[src/rtl/ts_cap_pkg.sv]
package ts_cap_pkg;
  typedef enum logic [1:0] {
    ADR_STAT = 2'd0,
    ADR_TLO  = 2'd1,
    ADR_THI  = 2'd2,
    ADR_EN   = 2'd3
  } ts_addr_e;

  localparam int VALID_POS = 16;
  localparam int EN_W      = 3;
endpackage

[src/rtl/ts_cap_ctrl.sv]
module ts_cap_ctrl
  import ts_cap_pkg::*;
(
  input  logic            clk,
  input  logic            rst,
  input  logic            reg_wr,
  input  logic [1:0]      reg_addr,
  input  logic            wr_valid_bit,
  input  logic [EN_W-1:0] wr_en_bits,
  output logic [EN_W-1:0] en_q,
  output logic            cap_en,
  output logic            clr
);
  always_ff @(posedge clk) begin
    if (rst) begin
      en_q <= '0;
    end else if (reg_wr && reg_addr == ADR_EN) begin
      en_q <= wr_en_bits;
    end
  end

  always_comb begin
    cap_en = (en_q != '0);
    clr    = reg_wr && (reg_addr == ADR_STAT) && wr_valid_bit;
  end
endmodule

[src/rtl/ts_cap_latch.sv]
module ts_cap_latch #(
  parameter int TIME_W = 64,
  parameter int SEQ_W  = 16
) (
  input  logic              clk,
  input  logic              rst,
  input  logic              strobe,
  input  logic [TIME_W-1:0] time_in,
  input  logic [SEQ_W-1:0]  seq_in,
  input  logic              cap_en,
  input  logic              clr,
  output logic              valid_q,
  output logic [TIME_W-1:0] time_q,
  output logic [SEQ_W-1:0]  seq_q
);
  logic take;

  always_comb take = strobe && cap_en && !valid_q && !clr;

  always_ff @(posedge clk) begin
    if (rst) begin
      valid_q <= 1'b0;
      time_q  <= '0;
      seq_q   <= '0;
    end else begin
      if (clr) begin
        valid_q <= 1'b0;
      end else if (take) begin
        valid_q <= 1'b1;
      end
      if (take) begin
        time_q <= time_in;
        seq_q  <= seq_in;
      end
    end
  end

  assert_capture_R2: assert property (@(posedge clk) disable iff (rst)
    (strobe && cap_en && !valid_q && !clr) |=>
      (valid_q && time_q == $past(time_in) && seq_q == $past(seq_in)));

  assert_hold_R4: assert property (@(posedge clk) disable iff (rst)
    (valid_q && !clr) |=> (valid_q && $stable(time_q) && $stable(seq_q)));

  assert_rearm_R5: assert property (@(posedge clk) disable iff (rst)
    clr |=> !valid_q);

  assert_gate_R6: assert property (@(posedge clk) disable iff (rst)
    (!cap_en && !valid_q) |=> (!valid_q && $stable(time_q)));

  assert_clear_wins_R7: assert property (@(posedge clk) disable iff (rst)
    (clr && strobe) |=> (!valid_q && $stable(time_q)));
endmodule

[src/rtl/ts_cap_rdmux.sv]
module ts_cap_rdmux
  import ts_cap_pkg::*;
#(
  parameter int DATA_W = 32,
  parameter int SEQ_W  = 16
) (
  input  logic                clk,
  input  logic                rst,
  input  logic                rd,
  input  logic [1:0]          addr,
  input  logic                valid,
  input  logic [2*DATA_W-1:0] time_q,
  input  logic [SEQ_W-1:0]    seq_q,
  input  logic [EN_W-1:0]     en_q,
  output logic [DATA_W-1:0]   rdata_q
);
  logic [DATA_W-1:0] stat_w;
  logic [DATA_W-1:0] en_w;
  logic [DATA_W-1:0] sel_w;

  always_comb begin
    stat_w                 = '0;
    stat_w[SEQ_W-1:0]      = seq_q;
    stat_w[VALID_POS]      = valid;
    en_w                   = '0;
    en_w[EN_W-1:0]         = en_q;
    case (ts_addr_e'(addr))
      ADR_STAT: sel_w = stat_w;
      ADR_TLO:  sel_w = time_q[DATA_W-1:0];
      ADR_THI:  sel_w = time_q[2*DATA_W-1:DATA_W];
      default:  sel_w = en_w;
    endcase
  end

  always_ff @(posedge clk) begin
    if (rst) begin
      rdata_q <= '0;
    end else if (rd) begin
      rdata_q <= sel_w;
    end
  end

  assert_rd_hold_R8: assert property (@(posedge clk) disable iff (rst)
    !rd |=> $stable(rdata_q));
endmodule

[src/rtl/ts_capture.sv]
module ts_capture
  import ts_cap_pkg::*;
#(
  parameter int DATA_W = 32,
  parameter int SEQ_W  = 16,
  localparam int TIME_W = 2 * DATA_W
) (
  input  logic              clk,
  input  logic              rst,
  input  logic              cap_strobe,
  input  logic [TIME_W-1:0] time_in,
  input  logic [SEQ_W-1:0]  seq_in,
  input  logic [1:0]        reg_addr,
  input  logic              reg_wr,
  input  logic [DATA_W-1:0] reg_wdata,
  input  logic              reg_rd,
  output logic [DATA_W-1:0] reg_rdata
);
  logic [EN_W-1:0]   en_q;
  logic              cap_en;
  logic              clr;
  logic              valid_q;
  logic [TIME_W-1:0] time_q;
  logic [SEQ_W-1:0]  seq_q;
  logic              unused_wbits;

  always_comb unused_wbits = ^{reg_wdata[DATA_W-1:VALID_POS+1],
                               reg_wdata[VALID_POS-1:EN_W]};

  ts_cap_ctrl u_ctrl (
    .clk          (clk),
    .rst          (rst),
    .reg_wr       (reg_wr),
    .reg_addr     (reg_addr),
    .wr_valid_bit (reg_wdata[VALID_POS]),
    .wr_en_bits   (reg_wdata[EN_W-1:0]),
    .en_q         (en_q),
    .cap_en       (cap_en),
    .clr          (clr)
  );

  ts_cap_latch #(.TIME_W(TIME_W), .SEQ_W(SEQ_W)) u_latch (
    .clk     (clk),
    .rst     (rst),
    .strobe  (cap_strobe),
    .time_in (time_in),
    .seq_in  (seq_in),
    .cap_en  (cap_en),
    .clr     (clr),
    .valid_q (valid_q),
    .time_q  (time_q),
    .seq_q   (seq_q)
  );

  ts_cap_rdmux #(.DATA_W(DATA_W), .SEQ_W(SEQ_W)) u_rdmux (
    .clk     (clk),
    .rst     (rst),
    .rd      (reg_rd),
    .addr    (reg_addr),
    .valid   (valid_q),
    .time_q  (time_q),
    .seq_q   (seq_q),
    .en_q    (en_q),
    .rdata_q (reg_rdata)
  );
endmodule

[config.mk]
export PLATFORM = sky130hd
export DESIGN_NAME = ts_capture
export DESIGN_NICKNAME = d
export VERILOG_FILES = /design/src/rtl/ts_cap_pkg.sv /design/src/rtl/ts_cap_ctrl.sv /design/src/rtl/ts_cap_latch.sv /design/src/rtl/ts_cap_rdmux.sv /design/src/rtl/ts_capture.sv
export SDC_FILE = /design/constraint.sdc
export NUM_CORES = 1
export LEC_CHECK = 0
export ABC_AREA = 1
export BUFFER_PORTS_ARGS = -buffer_cell sky130_fd_sc_hd__buf_2
export CELL_PAD_IN_SITES_DETAIL_PLACEMENT = 1
export CELL_PAD_IN_SITES_GLOBAL_PLACEMENT = 2
export CORE_MARGIN = 2
export CORE_UTILIZATION = 29
export CTS_CLUSTER_DIAMETER = 150
export DETAILED_ROUTE_END_ITERATION = 10
export HOLD_SLACK_MARGIN = 0.05
export PLACE_DENSITY_LB_ADDON = 0.12
export SKIP_LAST_GASP = 1
export SYNTH_ARGS = -nofsm -noshare
export SYNTH_HDL_FRONTEND = slang
export SYNTH_SLANG_ARGS = --single-unit
export TNS_END_PERCENT = 50
[constraint.sdc]
create_clock -name clk -period 2.6 [get_ports clk]
set_clock_uncertainty 0.1 [all_clocks]
set_input_delay 0.78 -clock clk [delete_from_list [all_inputs] [get_ports clk]]
set_output_delay 0.78 -clock clk [all_outputs]
set_load 0.005 [all_outputs]
### Word level (Yosys, flattened, before mapping)

Cells that the tools add are included.

| word-level totals | value |
|---|---|
| bits in registers | 116 |
| output and inout bits | 32 |
| bits of input ports | 119 |
| word-level logic and storage cells | 20 |

| cells by class | value |
|---|---|
| reductions and logical operators | 11 |
| mux-type cells | 1 |
| equal/unequal tests | 3 |

Operators with widths:

| kind | number |
|---|---|
| 32-bit one-hot mux with 3 select lines | 1 |
| 1-bit logical AND | 6 |
| 2-bit equality test, second input constant | 2 |
| 3-bit nonzero test | 1 |
| 2-bit by 1-bit equality test with 1-bit output, second input constant | 1 |
| 1-bit logical NOT | 2 |
| 2-bit logical NOT | 1 |
| 2-bit OR reduction | 1 |

### Longest topological paths before layout

Gate-level depths: netlist of the first run.

| logic depth | value |
|---|---|
| word-level depth | 5 |
| gate-level depth with buffers | 9 |

### Hierarchy

From an unflattened synthesis of the first run, not the netlist that was laid out.

| unflattened totals | value |
|---|---|
| cells, all modules | 842 |
| area, all modules | 5530.3 um^2 |

Modules (own cells, without submodules):

| module | instances | cells an instance | area each (um^2) |
|---|---|---|---|
| ts_cap_latch | 1 | 530 | 3572.2 |
| ts_cap_rdmux | 1 | 289 | 1813.0 |
| ts_cap_ctrl | 1 | 23 | 145.1 |

### Worst setup path after synthesis of the first run

Ideal clock, no wire load.

| path | value |
|---|---|
| path type | input -> register |
| from | in reg_addr[1] |
| to | reg u_latch.seq_q[0] |
| setup slack | 0.673 ns |
| library setup time | 0.113 ns |
| stages on the path | 9 |
| buffers on the path | 3 |
| arrival time | 1.714 ns |
| required time | 2.387 ns |
| path through | buf_2 nor2_4 nand2_2 nand3_4 buf_6 buf_4 nand2_1 nand2_1 nor2_1 |

| between the ends | value |
|---|---|
| longest elaborated chain between the ends | 5 |

RTL lines:

| item | line | text |
|---|---|---|
| start: declaration | ts_capture.sv:13 | `input logic [1:0] reg_addr,` |
| 2-bit logical NOT | ts_cap_ctrl.sv:24 | `clr = reg_wr && (reg_addr == ADR_STAT) && wr_valid_bit;` |
| 1-bit logical AND (2 in series) | ts_cap_ctrl.sv:24 |  |
| 1-bit logical NOT | ts_cap_latch.sv:18 | `always_comb take = strobe && cap_en && !valid_q && !clr;` |
| 1-bit logical AND | ts_cap_latch.sv:18 |  |
| end signal: assignment | ts_cap_latch.sv:33 | `seq_q <= seq_in;` |
| end: declaration | ts_cap_latch.sv:14 | `output logic [SEQ_W-1:0] seq_q` |

Every way passes these cells.
A chain may end at the register's enable or synchronous reset.

### Worst setup path after layout of the first run

| path | value |
|---|---|
| from | reg u_rdmux.rdata_q[5] |
| to | out reg_rdata[5] |

RTL lines:

| item | line | text |
|---|---|---|
| start: declaration | ts_cap_rdmux.sv:15 | `output logic [DATA_W-1:0] rdata_q` |
| start signal: assignment | ts_cap_rdmux.sv:39 | `rdata_q <= sel_w;` |
| end: declaration | ts_capture.sv:17 | `output logic [DATA_W-1:0] reg_rdata` |

No word-level cell between the ends.

==> results.ini, run 1 <==
[setup_path]
rrSetupSlack_ns = 1.05
crit_required_ns = 1.72
critPathTopFamily = flip-flops
max_stage_delay_ns = 0.38
worst_path_max_delay_cell = dfxtp_1
path_buf_inv = 1
crit_path_start_kind = flop
cp-end-kind = output port
worst-path-stages = 1
path_cells = buf_2
cp_max_fo = 2
cp-startpoint = u_rdmux.rdata_q[5]
reg2regPathDepth = 7
critical_path_class = flop to output port
r2r_end = u_latch.seq_q[0]
cp.arrival_ns = 0.93
r2r_start = u_ctrl.en_q[2]

[hold_path]
hold_end = u_rdmux.rdata_q[16]
hold_depth = 2
holdCritStartpoint = u_rdmux.rdata_q[16]
holdCritPathClass = flop to flop

[clock_tree]
clkSinkCount = 116
clk_latency_ns = 0.42
clockBufferDepth = 2
cts_buffers = 17
cts_tree = done
root_buffer = clkbuf_16
cts.reportedPaths.clkPinSlew_ns = 0.05
post_cts_buffers = 0
cts_resized = 0
hold_buffers = 0
htree_levels = 4

[detailed_routing]
via_count = 5093
route.detailed.drc = 0
first_iter_violations = 198
ant_nets = 0
wl_per_cell_um = 13.5
first_pass_iters = 4
via_per_inst = 4.37
postRouteWirelength_mm = 15.8

[layout]
n_fill_cell = 2320
area_growth_pct = 27.7
final_cell_mix = nand2_1 (260), nor2_1 (192), buf_2 (122)
multi_input_area_um2 = 2210
drive_above_1_share = 0.186
layout.area.seq_um2 = 2320
final_common_cell = nand2_1
final_util = 0.381
antenna_cells = 0
nNetsFinal = 1047

[yosys]
syn_area_per_cell_um2 = 6.34
synth_nets = 936
netlist_instances = 817
synth_warnings = 0
yosysSeqAreaShare = 0.448
synthDistinctLibCells = 17
yosys.area.top_type = dfxtp_1
synth_area_um2 = 5180
synth.area.top_cells = dfxtp_1 (45%), nand2_1 (19%), nor2_1 (14%)
yosys.area.top_type_share = 0.448
ys_seq_elements = 116

[grt]
track_usage = 0.178
use_met2 = 0.307
grtUsageMet3 = 0.0372
grt_pass1_wl_mm = 26.0
grt_max_degree = 106
grt_pass1_vias = 5297
antenna_found_initial = 0
grt_use_met1 = 0.221
grt_overflow = 0
busiest_layer = met2

[timing]
worstMarginPinSlew_ns = 0.518
hold_violations = 0
setup_viol = 0
rsz0062_at_grt = false
setup_ws_ns = 0.785
finalCritPeriodShare = 0.698
finalSetupTns_ns = 0
clock.fmax_mhz = 551
drv_slew = 0
period_needed_ns = 1.81
slew_headroom = 0.654

[pwr]
p_int_w = 0.00386
power.density_nw_per_um2 = 774
total_power_w = 0.00512
power_frac_clock = 0.498
leakagePower_nw = 3.56
seq_power_share = 0.387
pwr-share-comb = 0.115
ir_drop_uv = 468
p_switching_w = 0.00126
sw_frac_of_total = 0.246

[placed_design]
pre_cts_ws_ns = 0.432
place_hpwl_mm = 10.7
place_congestion = 0.711
portBuffers = 122

[floorplanning]
rows = 48
die_w_um = 138
initial_core_util = 0.299
top_level_ports = 151
die-area_um2 = 19000
die_y_um = 138
core-area_um2 = 17400

[run_status]
status = finished clean

[run]
cap_viol_max_count = 0

## logic make-up (layout without fill, tap and decap cells)
group	Yosys count	in the layout	share of synthesized area
simple gates	520	520	0.397
compound gates	30	30	0.0290
buf+inv	151	275	0.126
flops	116	116	0.448
## layout make-up
class                   count  share of cell area
flip-flops and latches    116               0.351
multi-input cells         550               0.334
repair buffers            138               0.116
clock buffers              23              0.0752
inverters                 105              0.0595
well taps                 225              0.0425
clock inverters             9              0.0223
## state kept, by name, summed over array words and instances, names as in the netlist
name	flops
u_latch.seq_q	16
u_latch.time_q	64
u_ctrl.en_q	3
u_latch.valid_q	1
u_rdmux.rdata_q	32
## cells in the mapped netlist
library cell,instances
nor2_2,1
inv_1,103
buf_6,8
o21ai_0,9
nand3_4,1
buf_2,14
clkbuf_1,19
nand2_1,260
buf_1,3
nor2_4,1
nand3_1,64
a21oi_1,21
inv_2,2
nand2_2,1
nor2_1,192
dfxtp_1,116
buf_4,2
## metrics by stage
step / std cells / cell area (um^2) / hold slack [ns]
floorplan: 817 / 5180 / 0.349
CTS: 1166 / 6620 / 0.365
finish: 1166 / 6620 / 0.360
global route: 1166 / 6620 / 0.393
detailed placement: 1134 / 5970 / 0.356
global placement: 1134 / 5970 / 0.355
## worst max path at each step
stage	to	slack, ns
after floorplan	u_latch.seq_q[0]	0.67
after global placement	u_latch.seq_q[1]	0.51
after detailed placement	u_latch.seq_q[13]	0.43
after CTS	reg_rdata[5]	0.78
after global routing	u_latch.seq_q[4]	0.74
final	reg_rdata[5]	0.79
## power groups by stage
stage / Clock, W / Combinational, W / Sequential, W
6_report: 0.00255 / 0.000588 / 0.00198
3_5_place_dp: 0 / 0.000599 / 0.00202
4_1_cts: 0.00262 / 0.000605 / 0.00199
2_1_floorplan: 0 / 0.000398 / 0.00200
5_1_grt: 0.00271 / 0.000692 / 0.00200
3_3_place_gp: 0 / 0.000580 / 0.00202
## layer usage
metal | wire length, um | up-vias | part of all wire
met3 | 516 | 15 | 0.033
met2 | 7650 | 83 | 0.48
met5 | 0 | - | 0
met4 | 186 | 0 | 0.012
met1 | 7430 | 2357 | 0.47
li1 | - | 2638 | -
## worst min-delay path: cells and delay by family (launching register included)
kind | cells | cell delay, ns
and+or+nand+nor | 1 | 0.06
AOI/OAI and AO/OA | 1 | 0.05
DFF | 1 | 0.30
Power figures use the tool's default switching activity.
==> inputs of run 2 (changes only) <==
CORE_UTILIZATION = 24   (was 29)
clock period = 1.58 ns   (was 2.6 ns; I/O delays follow)
==> results.ini, run 2 (same netlist as run 1, synthesis figures left out) <==
[run_status]
status = finished clean

[layout]
nNetsFinal = 1058
largestRegisters = u_latch.time_q: 64 flops, u_rdmux.rdata_q: 32 flops, u_latch.seq_q: 16 flops
largest_reg_flops = 64
antenna_cells = 0
final_common_cell = nand2_1
final_cell_mix = nand2_1 (260), nor2_1 (191), buf_2 (122)
regMostFlops = u_latch.time_q
final_cell_count_no_fill = 1227
n_fill_cell = 2694
area_growth_pct = 33.8
drive_above_1_share = 0.195

[setup_path]
max_stage_delay_ns = 0.37
cp_max_fo = 2
path_buf_inv = 1
cp-end-kind = output port
worst_path_max_delay_cell = dfxtp_1
critical_path_class = flop to output port
rrSetupSlack_ns = 0.12
path_cells = buf_2
crit_required_ns = 1.01
crit_path_start_kind = flop
critPathTopFamily = flip-flops
cp.arrival_ns = 0.91

[grt]
grt_pass1_wl_mm = 26.8
grt_overflow = 0
track_usage = 0.154
grt_pass1_vias = 5317
antenna_found_initial = 0
grt_max_degree = 55

[clock_tree]
clockBufferDepth = 2
root_buffer = clkbuf_16
cts_buffers = 17
htree_levels = 4
hold_buffers = 0
clk_latency_ns = 0.41
clkSinkCount = 116
cts_tree = done
cts_resized = 0
post_cts_buffers = 0
cts.reportedPaths.clkPinSlew_ns = 0.05

[floorplanning]
top_level_ports = 151
initial_core_util = 0.246
core-area_um2 = 21100
die-area_um2 = 22800
die_w_um = 151
die_y_um = 151
rows = 53

[detailed_routing]
first_pass_iters = 4
ant_nets = 0
via_per_inst = 4.17
wl_per_cell_um = 13.6
postRouteWirelength_mm = 16.7
route.detailed.drc = 0
first_iter_violations = 130
via_count = 5116

[placed_design]
dp.cells = 1195
place_hpwl_mm = 11.7
portBuffers = 122
pre_cts_ws_ns = -0.137
place_congestion = 0.719

[pwr]
p_switching_w = 0.00209
leakagePower_nw = 3.68
ir_drop_uv = 648
power.density_nw_per_um2 = 1270
sw_frac_of_total = 0.237
power_frac_clock = 0.512
pwr-share-comb = 0.119
seq_power_share = 0.369
p_int_w = 0.00675

[run]
cap_viol_max_count = 0

[timing]
setup_viol = 0
hold_violations = 0
setup_ws_ns = 0.0943
slew_headroom = 0.818
rsz0062_at_grt = false
worstMarginPinSlew_ns = 0.273
drv_slew = 0
period_needed_ns = 1.49
clock.fmax_mhz = 673
finalCritPeriodShare = 0.940

[hold_path]
holdCritPathClass = primary input to flop

run 2: cell types whose count changed in the layout (fill, tap and decap cells not counted):
cell and delta:
nor2_1 -1, buf_16 +1, nor2_2 +1, buf_4 +2, bufinv_16 +2, buf_12 +8, clkinv_2 -3, clkbuf_1 +1
run 2: power groups by stage:
stage	Combinational [W]	Sequential, W	Clock [W]
after floorplan	0.000656	0.00330	0
after global routing	0.00123	0.00329	0.00479
after detailed placement	0.00107	0.00333	0
after global placement	0.00103	0.00332	0
final	0.00105	0.00327	0.00452
after CTS	0.00108	0.00327	0.00466
run 2: routing by layer:
metal  part of all wire  track usage
met3              0.040       0.0401
met5                  0            0
met4             0.0059       0.0407
met1               0.47        0.195
met2               0.48        0.259
run 2: final timing paths:
kind	depth (start not counted)	start	to
worst max-delay path	1	u_rdmux.rdata_q[4]	reg_rdata[4]
worst min-delay path	3	time_in[34]	u_latch.time_q[34]
worst max register to register	5	u_latch.valid_q	u_latch.time_q[59]
worst min register to register	2	u_rdmux.rdata_q[14]	u_rdmux.rdata_q[14]
run 2: worst register-to-register path, delay by kind of cell (launching register included):
family	cells	cell delay, ns
AND/OR/NAND/NOR	4	0.67
flip-flops	1	0.33
buffers and inverters	1	0.25
run 2: per-stage QoR:
step,hold slack [ns],util,instance area (um^2),setup TNS [ns],total power [W]
after floorplan,0.349,-,5190,0,0.00395
after global placement,0.351,0.296,6230,-3.26,0.00435
final,0.185,0.329,6940,0,0.00884
after global routing,0.168,0.329,6940,0,0.00931
after CTS,0.164,0.328,6930,0,0.00901
after detailed placement,0.358,0.296,6230,-4.49,0.00440
run 2: area by class of cell:
class                           count  area [um^2]  share of cell area
Tap cell                          275          344              0.0496
Timing Repair Buffer              149          971               0.140
Clock inverter                      8          193              0.0278
Inverter                          105          394              0.0568
Sequential cell                   116         2320               0.335
Clock buffer                       24          502              0.0723
Multi-Input combinational cell    550         2210               0.319
